<file path="config.mk">
export PLATFORM = sky130hd
export DESIGN_NAME = shop_operand_unit
export DESIGN_NICKNAME = d
export VERILOG_FILES = /design/src/rtl/shop_pkg.sv /design/src/rtl/shop_amount_sel.sv /design/src/rtl/shop_barrel.sv /design/src/rtl/shop_out_stage.sv /design/src/rtl/shop_operand_unit.sv
export SDC_FILE = /design/constraint.sdc
export NUM_CORES = 1
export LEC_CHECK = 0
export BUFFER_PORTS_ARGS = -buffer_cell sky130_fd_sc_hd__buf_2
export CAP_MARGIN = 15
export CORE_MARGIN = 2
export CORE_UTILIZATION = 45
export CTS_CLUSTER_SIZE = 14
export DETAILED_ROUTE_END_ITERATION = 12
export PLACE_DENSITY = 0.72
export SETUP_SLACK_MARGIN = 0.3
export SYNTH_ARGS = -nofsm -noshare
export SYNTH_HDL_FRONTEND = slang
export SYNTH_SLANG_ARGS = --single-unit
</file>
<file path="constraint.sdc">
create_clock -name clk -period 4.5 [get_ports clk]
set_input_delay 0.9 -clock clk [delete_from_list [all_inputs] [get_ports clk]]
set_output_delay 0.9 -clock clk [all_outputs]
set_load 0.01 [all_outputs]
</file>
<file path="src/rtl/shop_pkg.sv">
package shop_pkg;
  localparam int unsigned KIND_W = 3;
  typedef enum logic [KIND_W-1:0] {
    SK_SHL  = 3'd0,
    SK_SHR  = 3'd1,
    SK_SAR  = 3'd2,
    SK_ROT  = 3'd3,
    SK_RCX  = 3'd4
  } shift_kind_e;

  function automatic logic kind_uses_amount(input logic [KIND_W-1:0] k);
    return k <= SK_ROT;
  endfunction
endpackage

</file>
<file path="src/rtl/shop_amount_sel.sv">
module shop_amount_sel #(
  parameter int unsigned DATA_W    = 32,
  parameter int unsigned FIELD_W   = 5,
  parameter int unsigned AMT_W     = 8
) (
  input  logic               from_reg,
  input  logic [FIELD_W-1:0] field_amt,
  input  logic [DATA_W-1:0]  reg_amt,
  output logic [AMT_W-1:0]   amount,
  output logic               amount_zero
);
  localparam int unsigned PAD_W = AMT_W - FIELD_W;

  always_comb begin
    if (from_reg) amount = reg_amt[AMT_W-1:0];
    else          amount = {{PAD_W{1'b0}}, field_amt};
    amount_zero = (amount == '0);
  end
endmodule

</file>
<file path="src/rtl/shop_barrel.sv">
module shop_barrel
  import shop_pkg::*;
#(
  parameter int unsigned DATA_W = 32,
  parameter int unsigned AMT_W  = 8
) (
  input  logic [DATA_W-1:0] src,
  input  logic [KIND_W-1:0] kind,
  input  logic [AMT_W-1:0]  amount,
  input  logic              amount_zero,
  input  logic              carry_in,
  output logic [DATA_W-1:0] result,
  output logic              carry_out
);
  localparam int unsigned ROT_W = $clog2(DATA_W);

  // Each path carries one extra bit that catches the last bit shifted out.
  logic [DATA_W:0]    left_ext;
  logic [DATA_W:0]    right_ext;
  logic [DATA_W:0]    arith_ext;
  logic [ROT_W-1:0]   rot_amt;
  logic [DATA_W-1:0]  rot_val;

  always_comb begin
    left_ext  = {1'b0, src} << amount;
    right_ext = {src, 1'b0} >> amount;
    arith_ext = $signed({src, 1'b0}) >>> amount;
    rot_amt   = amount[ROT_W-1:0];
    rot_val   = (src >> rot_amt) | (src << (DATA_W - int'(rot_amt)));
  end

  always_comb begin
    result    = src;
    carry_out = carry_in;
    if (kind == SK_RCX) begin
      result    = {carry_in, src[DATA_W-1:1]};
      carry_out = src[0];
    end else if (kind_uses_amount(kind) && !amount_zero) begin
      unique case (kind)
        SK_SHL: begin
          result    = left_ext[DATA_W-1:0];
          carry_out = left_ext[DATA_W];
        end
        SK_SHR: begin
          result    = right_ext[DATA_W:1];
          carry_out = right_ext[0];
        end
        SK_SAR: begin
          result    = arith_ext[DATA_W:1];
          carry_out = arith_ext[0];
        end
        default: begin
          result    = rot_val;
          carry_out = rot_val[DATA_W-1];
        end
      endcase
    end
  end
endmodule

</file>
<file path="src/rtl/shop_out_stage.sv">
module shop_out_stage #(
  parameter int unsigned DATA_W = 32
) (
  input  logic              clk,
  input  logic              rst_n,
  input  logic              in_valid,
  output logic              in_ready,
  input  logic [DATA_W-1:0] in_operand,
  input  logic              in_carry,
  output logic              out_valid,
  input  logic              out_ready,
  output logic [DATA_W-1:0] out_operand,
  output logic              out_carry
);
  assign in_ready = !out_valid || out_ready;

  always_ff @(posedge clk) begin
    if (!rst_n) begin
      out_valid   <= 1'b0;
      out_operand <= '0;
      out_carry   <= 1'b0;
    end else if (in_ready) begin
      out_valid <= in_valid;
      if (in_valid) begin
        out_operand <= in_operand;
        out_carry   <= in_carry;
      end
    end
  end

  a_r11_stall_holds: assert property (@(posedge clk) disable iff (!rst_n)
    (out_valid && !out_ready) |=> (out_valid && $stable(out_operand) && $stable(out_carry)));

  a_r11_taken_shows: assert property (@(posedge clk) disable iff (!rst_n)
    (in_valid && in_ready) |=> out_valid);

  a_r11_drained_empty: assert property (@(posedge clk) disable iff (!rst_n)
    (out_valid && out_ready && !in_valid) |=> !out_valid);
endmodule

</file>
<file path="src/rtl/shop_operand_unit.sv">
module shop_operand_unit
  import shop_pkg::*;
#(
  parameter int unsigned DATA_W  = 32,
  parameter int unsigned IMM_W   = 8,
  parameter int unsigned FIELD_W = 5,
  parameter int unsigned AMT_W   = 8
) (
  input  logic               clk,
  input  logic               rst_n,
  input  logic               in_valid,
  output logic               in_ready,
  input  logic               in_use_imm,
  input  logic [IMM_W-1:0]   in_imm8,
  input  logic [DATA_W-1:0]  in_src,
  input  logic [KIND_W-1:0]  in_kind,
  input  logic               in_amt_from_reg,
  input  logic [FIELD_W-1:0] in_amt_imm5,
  input  logic [DATA_W-1:0]  in_amt_reg,
  input  logic               in_carry,
  output logic               out_valid,
  input  logic               out_ready,
  output logic [DATA_W-1:0]  out_operand,
  output logic               out_carry
);
  localparam int unsigned IMM_PAD = DATA_W - IMM_W;

  logic [AMT_W-1:0]  amount;
  logic              amount_zero;
  logic [DATA_W-1:0] shifted;
  logic              shift_carry;
  logic [DATA_W-1:0] operand_next;
  logic              carry_next;

  shop_amount_sel #(.DATA_W(DATA_W), .FIELD_W(FIELD_W), .AMT_W(AMT_W)) i_amt (
    .from_reg    (in_amt_from_reg),
    .field_amt   (in_amt_imm5),
    .reg_amt     (in_amt_reg),
    .amount      (amount),
    .amount_zero (amount_zero)
  );

  shop_barrel #(.DATA_W(DATA_W), .AMT_W(AMT_W)) i_barrel (
    .src         (in_src),
    .kind        (in_kind),
    .amount      (amount),
    .amount_zero (amount_zero),
    .carry_in    (in_carry),
    .result      (shifted),
    .carry_out   (shift_carry)
  );

  always_comb begin
    if (in_use_imm) begin
      operand_next = {{IMM_PAD{1'b0}}, in_imm8};
      carry_next   = in_carry;
    end else begin
      operand_next = shifted;
      carry_next   = shift_carry;
    end
  end

  shop_out_stage #(.DATA_W(DATA_W)) i_out (
    .clk         (clk),
    .rst_n       (rst_n),
    .in_valid    (in_valid),
    .in_ready    (in_ready),
    .in_operand  (operand_next),
    .in_carry    (carry_next),
    .out_valid   (out_valid),
    .out_ready   (out_ready),
    .out_operand (out_operand),
    .out_carry   (out_carry)
  );

  logic taken;
  assign taken = in_valid && in_ready;

  a_r1_const_operand: assert property (@(posedge clk) disable iff (!rst_n)
    (taken && in_use_imm) |=>
      (out_operand == {{IMM_PAD{1'b0}}, $past(in_imm8)} && out_carry == $past(in_carry)));

  a_r3_zero_amount_passes: assert property (@(posedge clk) disable iff (!rst_n)
    (taken && !in_use_imm && kind_uses_amount(in_kind) && amount == '0) |=>
      (out_operand == $past(in_src) && out_carry == $past(in_carry)));

  a_r8_rotate_through_carry: assert property (@(posedge clk) disable iff (!rst_n)
    (taken && !in_use_imm && in_kind == SK_RCX) |=>
      (out_carry == $past(in_src[0]) && out_operand[DATA_W-1] == $past(in_carry)));

  a_r9_far_logical_zero: assert property (@(posedge clk) disable iff (!rst_n)
    (taken && !in_use_imm && (in_kind == SK_SHL || in_kind == SK_SHR) &&
     amount > AMT_W'(DATA_W)) |=>
      (out_operand == '0 && !out_carry));

  a_r10_spare_codes_pass: assert property (@(posedge clk) disable iff (!rst_n)
    (taken && !in_use_imm && in_kind > SK_RCX) |=>
      (out_operand == $past(in_src) && out_carry == $past(in_carry)));
endmodule

</file>
# Word-level counts from Yosys, hierarchy flattened
# Index checks and enable logic that the tools add are counted.
[op_classes]
add_sub_neg = 1
n_lt_le_gt_ge = 1
eq_ne = 3
shift = 5
n_mux = 9
bitwise = 1
reduce_logical = 7
[op_table]
columns = ["op", "count"]
rows = [
  ["32-bit 2-to-1 mux", 3],
  ["32-bit one-hot mux with 3 select lines", 1],
  ["32-bit by 8-bit left shift with 33-bit output", 1],
  ["33-bit by 8-bit >> shifter with 33-bit output", 1],
  ["33-bit by 8-bit >>> shifter with 33-bit output", 1],
  ["32-bit OR", 1],
  ["32-bit by 32-bit left shift with 32-bit output", 1],
  ["32-bit by 5-bit >> shifter with 32-bit output", 1],
  ["8-bit zero test", 1],
  ["8-bit 2-to-1 mux", 1],
  ["6-bit by 5-bit subtractor with 7-bit output, first input constant", 1],
  ["3-bit by 1-bit equality test with 1-bit output, second input constant", 1],
  ["3-bit by 2-bit equality test with 1-bit output, second input constant", 1],
  ["3-bit equality test, second input constant", 1],
  ["3-bit by 2-bit <= comparator with 1-bit output, second input constant", 1],
  ["3-bit zero test", 1],
  ["1-bit 2-to-1 mux", 3],
  ["1-bit one-hot mux with 3 select lines", 1],
  ["1-bit zero test", 2],
  ["2-bit AND reduction", 1],
  ["1-bit logical AND", 1],
  ["1-bit logical OR", 1],
]
[totals]
reg_bits = 34
in_bits = 87
output_inout_bits = 35
wordCells = 30

# Logic depth before layout (Yosys ltp)
[logic_depth]
ltp_word = 8
mapped_depth = 17
depth_no_buf = 10

# By module
# A second synthesis with hierarchy kept.
[unflattened]
hier_cells = 1345
hier_area_um2 = 10790.3
[by_module_without_submodules]
columns = ["module", "n_inst", "cells_each", "area_per_inst_um2", "seq_area_each_um2"]
rows = [
  ["shop_barrel", 1, 1146, 8943.6, 0.0],
  ["shop_out_stage", 1, 148, 1395.1, 680.7],
  ["shop_operand_unit", 1, 37, 320.3, 0.0],
  ["shop_amount_sel", 1, 14, 131.4, 0.0],
]

# Least setup slack after synthesis
# No wires, ideal clock.
[synth_path]
path_type = "input port to flip-flop"
from = "input port in_amt_from_reg"
to = "register i_out.out_carry"
setup_ns = 0.087
t_arrival_ns = 4.574
required_time_ns = 4.413
path_slack_ns = -0.161
cell_stages = 15
n_path_buf = 6
path_cell_list = "buf_6 > mux2_2 > inv_2 > buf_2 > buf_2 > buf_2 > ha_1 > clkbuf_1 > xnor2_1 > clkbuf_1 > mux2_2 > mux4_2 > o21ai_1 > a21oi_1 > o31ai_1"
[synth_between]
elab_chain_len = 8
elab_cells_between_ends = 15
cone_classes = "add/sub: 1; shift: 5; mux: 5; bitwise: 1; reduce/logical: 3"
[synth_lines]
columns = ["element", "line", "rtl"]
rows = [
  ["start, declared", "shop_operand_unit.sv:17", "input logic in_amt_from_reg,"],
  ["8-bit 2-to-1 mux (*)", "shop_amount_sel.sv:15", "if (from_reg) amount = reg_amt[AMT_W-1:0];"],
  ["6-bit by 5-bit subtractor with 7-bit output", "shop_barrel.sv:29", "rot_val = (src >> rot_amt) | (src << (DATA_W - int'(rot_amt)));"],
  ["32-bit by 32-bit left shift with 32-bit output", "shop_barrel.sv:29", ""],
  ["32-bit OR", "shop_barrel.sv:29", ""],
  ["1-bit one-hot mux with 3 select lines", "shop_barrel.sv:39", "unique case (kind)"],
  ["1-bit 2-to-1 mux (*)", "shop_barrel.sv:38", "end else if (kind_uses_amount(kind) && !amount_zero) begin"],
  ["1-bit 2-to-1 mux (*)", "shop_barrel.sv:35", "if (kind == SK_RCX) begin"],
  ["1-bit 2-to-1 mux (*)", "shop_operand_unit.sv:54", "if (in_use_imm) begin"],
  ["end signal, assigned", "shop_out_stage.sv:26", "out_carry <= in_carry;"],
  ["end, declared", "shop_out_stage.sv:13", "output logic out_carry"],
]
# Mark *: on every way between the ends. The rest lies on a longest branch, timed or not.
# A chain may end at the register's enable or synchronous reset.

# Final worst setup path
[layout_path]
from = "input port in_amt_from_reg"
to = "register i_out.out_operand[7]"
[layout_between]
elab_chain_len = 8
elab_cells_between_ends = 15
cone_classes = "add/sub: 1; shift: 5; mux: 5; bitwise: 1; reduce/logical: 3"
[layout_lines]
columns = ["element", "line", "rtl"]
rows = [
  ["8-bit 2-to-1 mux (*)", "shop_amount_sel.sv:15", ""],
  ["6-bit by 5-bit subtractor with 7-bit output", "shop_barrel.sv:29", ""],
  ["32-bit by 32-bit left shift with 32-bit output", "shop_barrel.sv:29", ""],
  ["32-bit OR", "shop_barrel.sv:29", ""],
  ["32-bit one-hot mux with 3 select lines", "shop_barrel.sv:39", ""],
  ["32-bit 2-to-1 mux (*)", "shop_barrel.sv:38", ""],
  ["32-bit 2-to-1 mux (*)", "shop_barrel.sv:35", ""],
  ["32-bit 2-to-1 mux (*)", "shop_operand_unit.sv:54", ""],
  ["end signal, assigned", "shop_out_stage.sv:25", "out_operand <= in_operand;"],
  ["end, declared", "shop_out_stage.sv:12", "output logic [DATA_W-1:0] out_operand,"],
]
# Marks and branches as above.

==> reports/metrics.yaml <==
fin_skew_ns: 0.00480
synth-simple-area-share_pct: 20.6
tightest_slew_ns: 1.11
critPathLaunchType: "input port"
clk-insertion-delay-late_ns: 0.28
yosys.cell_count.top_type: "nand2_1"
hold_buffers: 0
yosys-top-cells-count: "nand2_1, mux2i_1, a21oi_1"
dpl_cell_area_mm2: 0.0109
leakagePower_nw: 4.36
avgViaCountPerCell: 7.70
r2r_end: "i_out.out_operand[26]$_SDFFE_PN0P_"
tns_ns: 0
num_rows: 53
drc: 0
setup_viol: 0
seq_area_frac_synth_pct: 7.06
rsz0062_at_grt: "false"
port_buffers: 97
yosysUniqueCellTypes: 80
post_cts_buffers: 0
fin_area_mm2: 0.0110
antenna_found_initial: 1
core_mm2: 0.0210
drv_slew: 0
timing.setup.critical_path_class: "input port to flop"
drive_gt1_share_pct: 24.3
cp-end-kind: "flop"
grt_max_degree: 66
wl_met2_mm: 23.4
grt_pass1_wl_mm: 82.7
hp-class: "flop to flop"
wl_met1_mm: 21.5
num_vias: 13067
route.met3.wl_mm: 9.66
muxShareOfSynthArea_pct: 31.4
rr_startpoint: "i_out.out_valid$_SDFFE_PN0N_"
highest_layer: "met4"
maxCapViolations: 0
die_w_um: 150
clk_pin_slew_ns: 0.05
hold_viol: 0
totalWireLength_mm: 59.0
io_pins: 122
synth.avg_cell_area_um2: 7.18
synthArstFlopShare_pct: 0
drtAntennaViolNets: 0
ys_warn_count: 0
synth-xor-area-share_pct: 0.740
post-route-period-util_pct: 91.5
dieArea_mm2: 0.0226
reg2reg_slack_ns: 1.99
post-route-min-period_ns: 4.12
status: "finished clean"
clockBufferDepth: 2
synth_area_mm2: 0.00964
synthToLayoutAreaGrowth_pct: 14.6
synth_seq_cells: 34
fin_util_pct: 52.5
clk_root_buffer_cell: "clkbuf_16"
r2r_cells: 7
drt-pass1-iter-count: 8
yosys_most_used_dff: "dfxtp_1"
h-tree-depth: 2
path_max_fanout: 27
power_density_mw_per_mm2: 241
syn_nets: 1431
dp_hpwl_mm: 45.3
numCtsBuffers: 5
arrival_ns: 4.32
yosysTopAreaCell: "mux4_2"
synth_top_area_share_pct: 14.7
cts_tree: "yes"
grt_pass1_vias: 11621
cp-startpoint: "in_amt_from_reg"
synth_edf_count: 0
grt_use_total_pct: 51.2
yosys-top-cells-area: "mux4_2, mux2i_1, nand2_1"
post_cts_resized: 0
cts.sink_count: 34
fmax_ghz: 0.243
fp.dieH_um: 150
drt-initial-drc-count: 2130
synth_compound_area_share_pct: 32.2
start_util_pct: 45.8
wl_per_cell_um: 34.8
cp.required_ns: 4.71
ir_worst_vdd_mv: 0.239
layout.nets: 1507
synth_top_family_by_area: "compound AO/OA/AOI/OAI gates"
critical_path.endpoint: "i_out.out_operand[7]$_SDFFE_PN0P_"
max_slew_margin_pct: 25.8
synth_fa_ha_area_share_pct: 0.130
gr-total-overflow: 0
synthCells: 1343
place.gp.congestion: 1.09
-- worst min path at each step --
stage | from | endpoint | depth (start not counted)
after detailed placement | i_out.out_operand[11]$_SDFFE_PN0P_ | i_out.out_operand[11]$_SDFFE_PN0P_ | 2
after CTS | i_out.out_operand[11]$_SDFFE_PN0P_ | i_out.out_operand[11]$_SDFFE_PN0P_ | 2
after floorplan | i_out.out_operand[10]$_SDFFE_PN0P_ | i_out.out_operand[10]$_SDFFE_PN0P_ | 2
final | i_out.out_operand[31]$_SDFFE_PN0P_ | i_out.out_operand[31]$_SDFFE_PN0P_ | 2
after global routing | i_out.out_operand[11]$_SDFFE_PN0P_ | i_out.out_operand[11]$_SDFFE_PN0P_ | 2
after global placement | i_out.out_operand[10]$_SDFFE_PN0P_ | i_out.out_operand[10]$_SDFFE_PN0P_ | 2
-- critical path: stages --
cell and delay [ns]:
buf_2 0.16, mux2_2 0.30, inv_4 0.05, ha_1 0.30
xnor2_4 0.91, mux2_2 0.43, mux2i_1 0.51, a31oi_1 0.28
a21oi_1 0.21, o21ai_1 0.09, a31oi_1 0.15
-- report_power, final --
| group | total (mW) | leakage [nW] | internal, mW | switching, mW |
|---|---|---|---|---|
| Clock | 0.406 | 0.0830 | 0.273 | 0.133 |
| Combinational | 1.92 | 4.00 | 0.673 | 1.25 |
| Sequential | 0.333 | 0.278 | 0.321 | 0.0117 |
| Total | 2.66 | 4.36 | 1.27 | 1.39 |
-- sequential cells by signal, indices dropped and copies added (netlist names) --
register / cells
i_out.out_operand: 32
i_out.out_carry: 1
i_out.out_valid: 1
-- routing by layer --
layer  global-route usage [%]  vias to the layer above
met3                     18.4                      273
met4                     26.9                        0
met5                        0                        -
li1                         -                     5359
met1                     67.8                     6140
met2                     72.6                     1295
-- cell type report --
cell class	count	area (um2)
clock inverters	1	30.0
multi-input cells	1142	8260
fillers	2035	9980
inverters	9	41.3
repair buffers	227	1540
flip-flops and latches	34	681
clock buffers	6	139
well taps	275	344
diodes	2	5.00
-- cell usage in the layout (no fill, tap or decap), drive strengths merged, types with 10 or more instances in the layout --
| cell | netlist | routed |
|---|---|---|
| buf | 59 | 227 |
| nand2 | 198 | 198 |
| mux2i | 130 | 130 |
| a21oi | 122 | 122 |
| nor2 | 99 | 99 |
| o21ai | 93 | 93 |
| nand3 | 64 | 64 |
| mux4 | 63 | 63 |
| dfxtp | 34 | 34 |
| a31oi | 26 | 26 |
| o211ai | 26 | 26 |
| a211oi | 25 | 25 |
| nor3 | 25 | 25 |
| mux2 | 23 | 23 |
| a22oi | 18 | 18 |
| o31ai | 17 | 17 |
| o22ai | 16 | 16 |
| a221oi | 15 | 15 |
| o221ai | 14 | 14 |
| nand2b | 10 | 10 |
| and2 | 10 | 10 |
-- per-stage QoR --
stage | std cells | setup WS [ns] | power [mW] | hold WS [ns]
floorplan | 1343 | 0.314 | 1.44 | 0.470
global placement | 1687 | 0.285 | 2.13 | 0.441
detailed placement | 1687 | 0.246 | 2.14 | 0.453
CTS | 1694 | 0.526 | 2.55 | 0.467
global route | 1695 | 0.321 | 2.72 | 0.486
finish | 1696 | 0.384 | 2.66 | 0.466
-- cell families after synthesis --
| group | count (synthesis) |
|---|---|
| simple gates | 450 |
| compound gates | 469 |
| buf+inv | 167 |
| xor+xnor | 6 |
| flops | 34 |
| fa+ha+maj | 1 |
| mux | 216 |
Note: power is estimated with default switching activity, not from simulation.
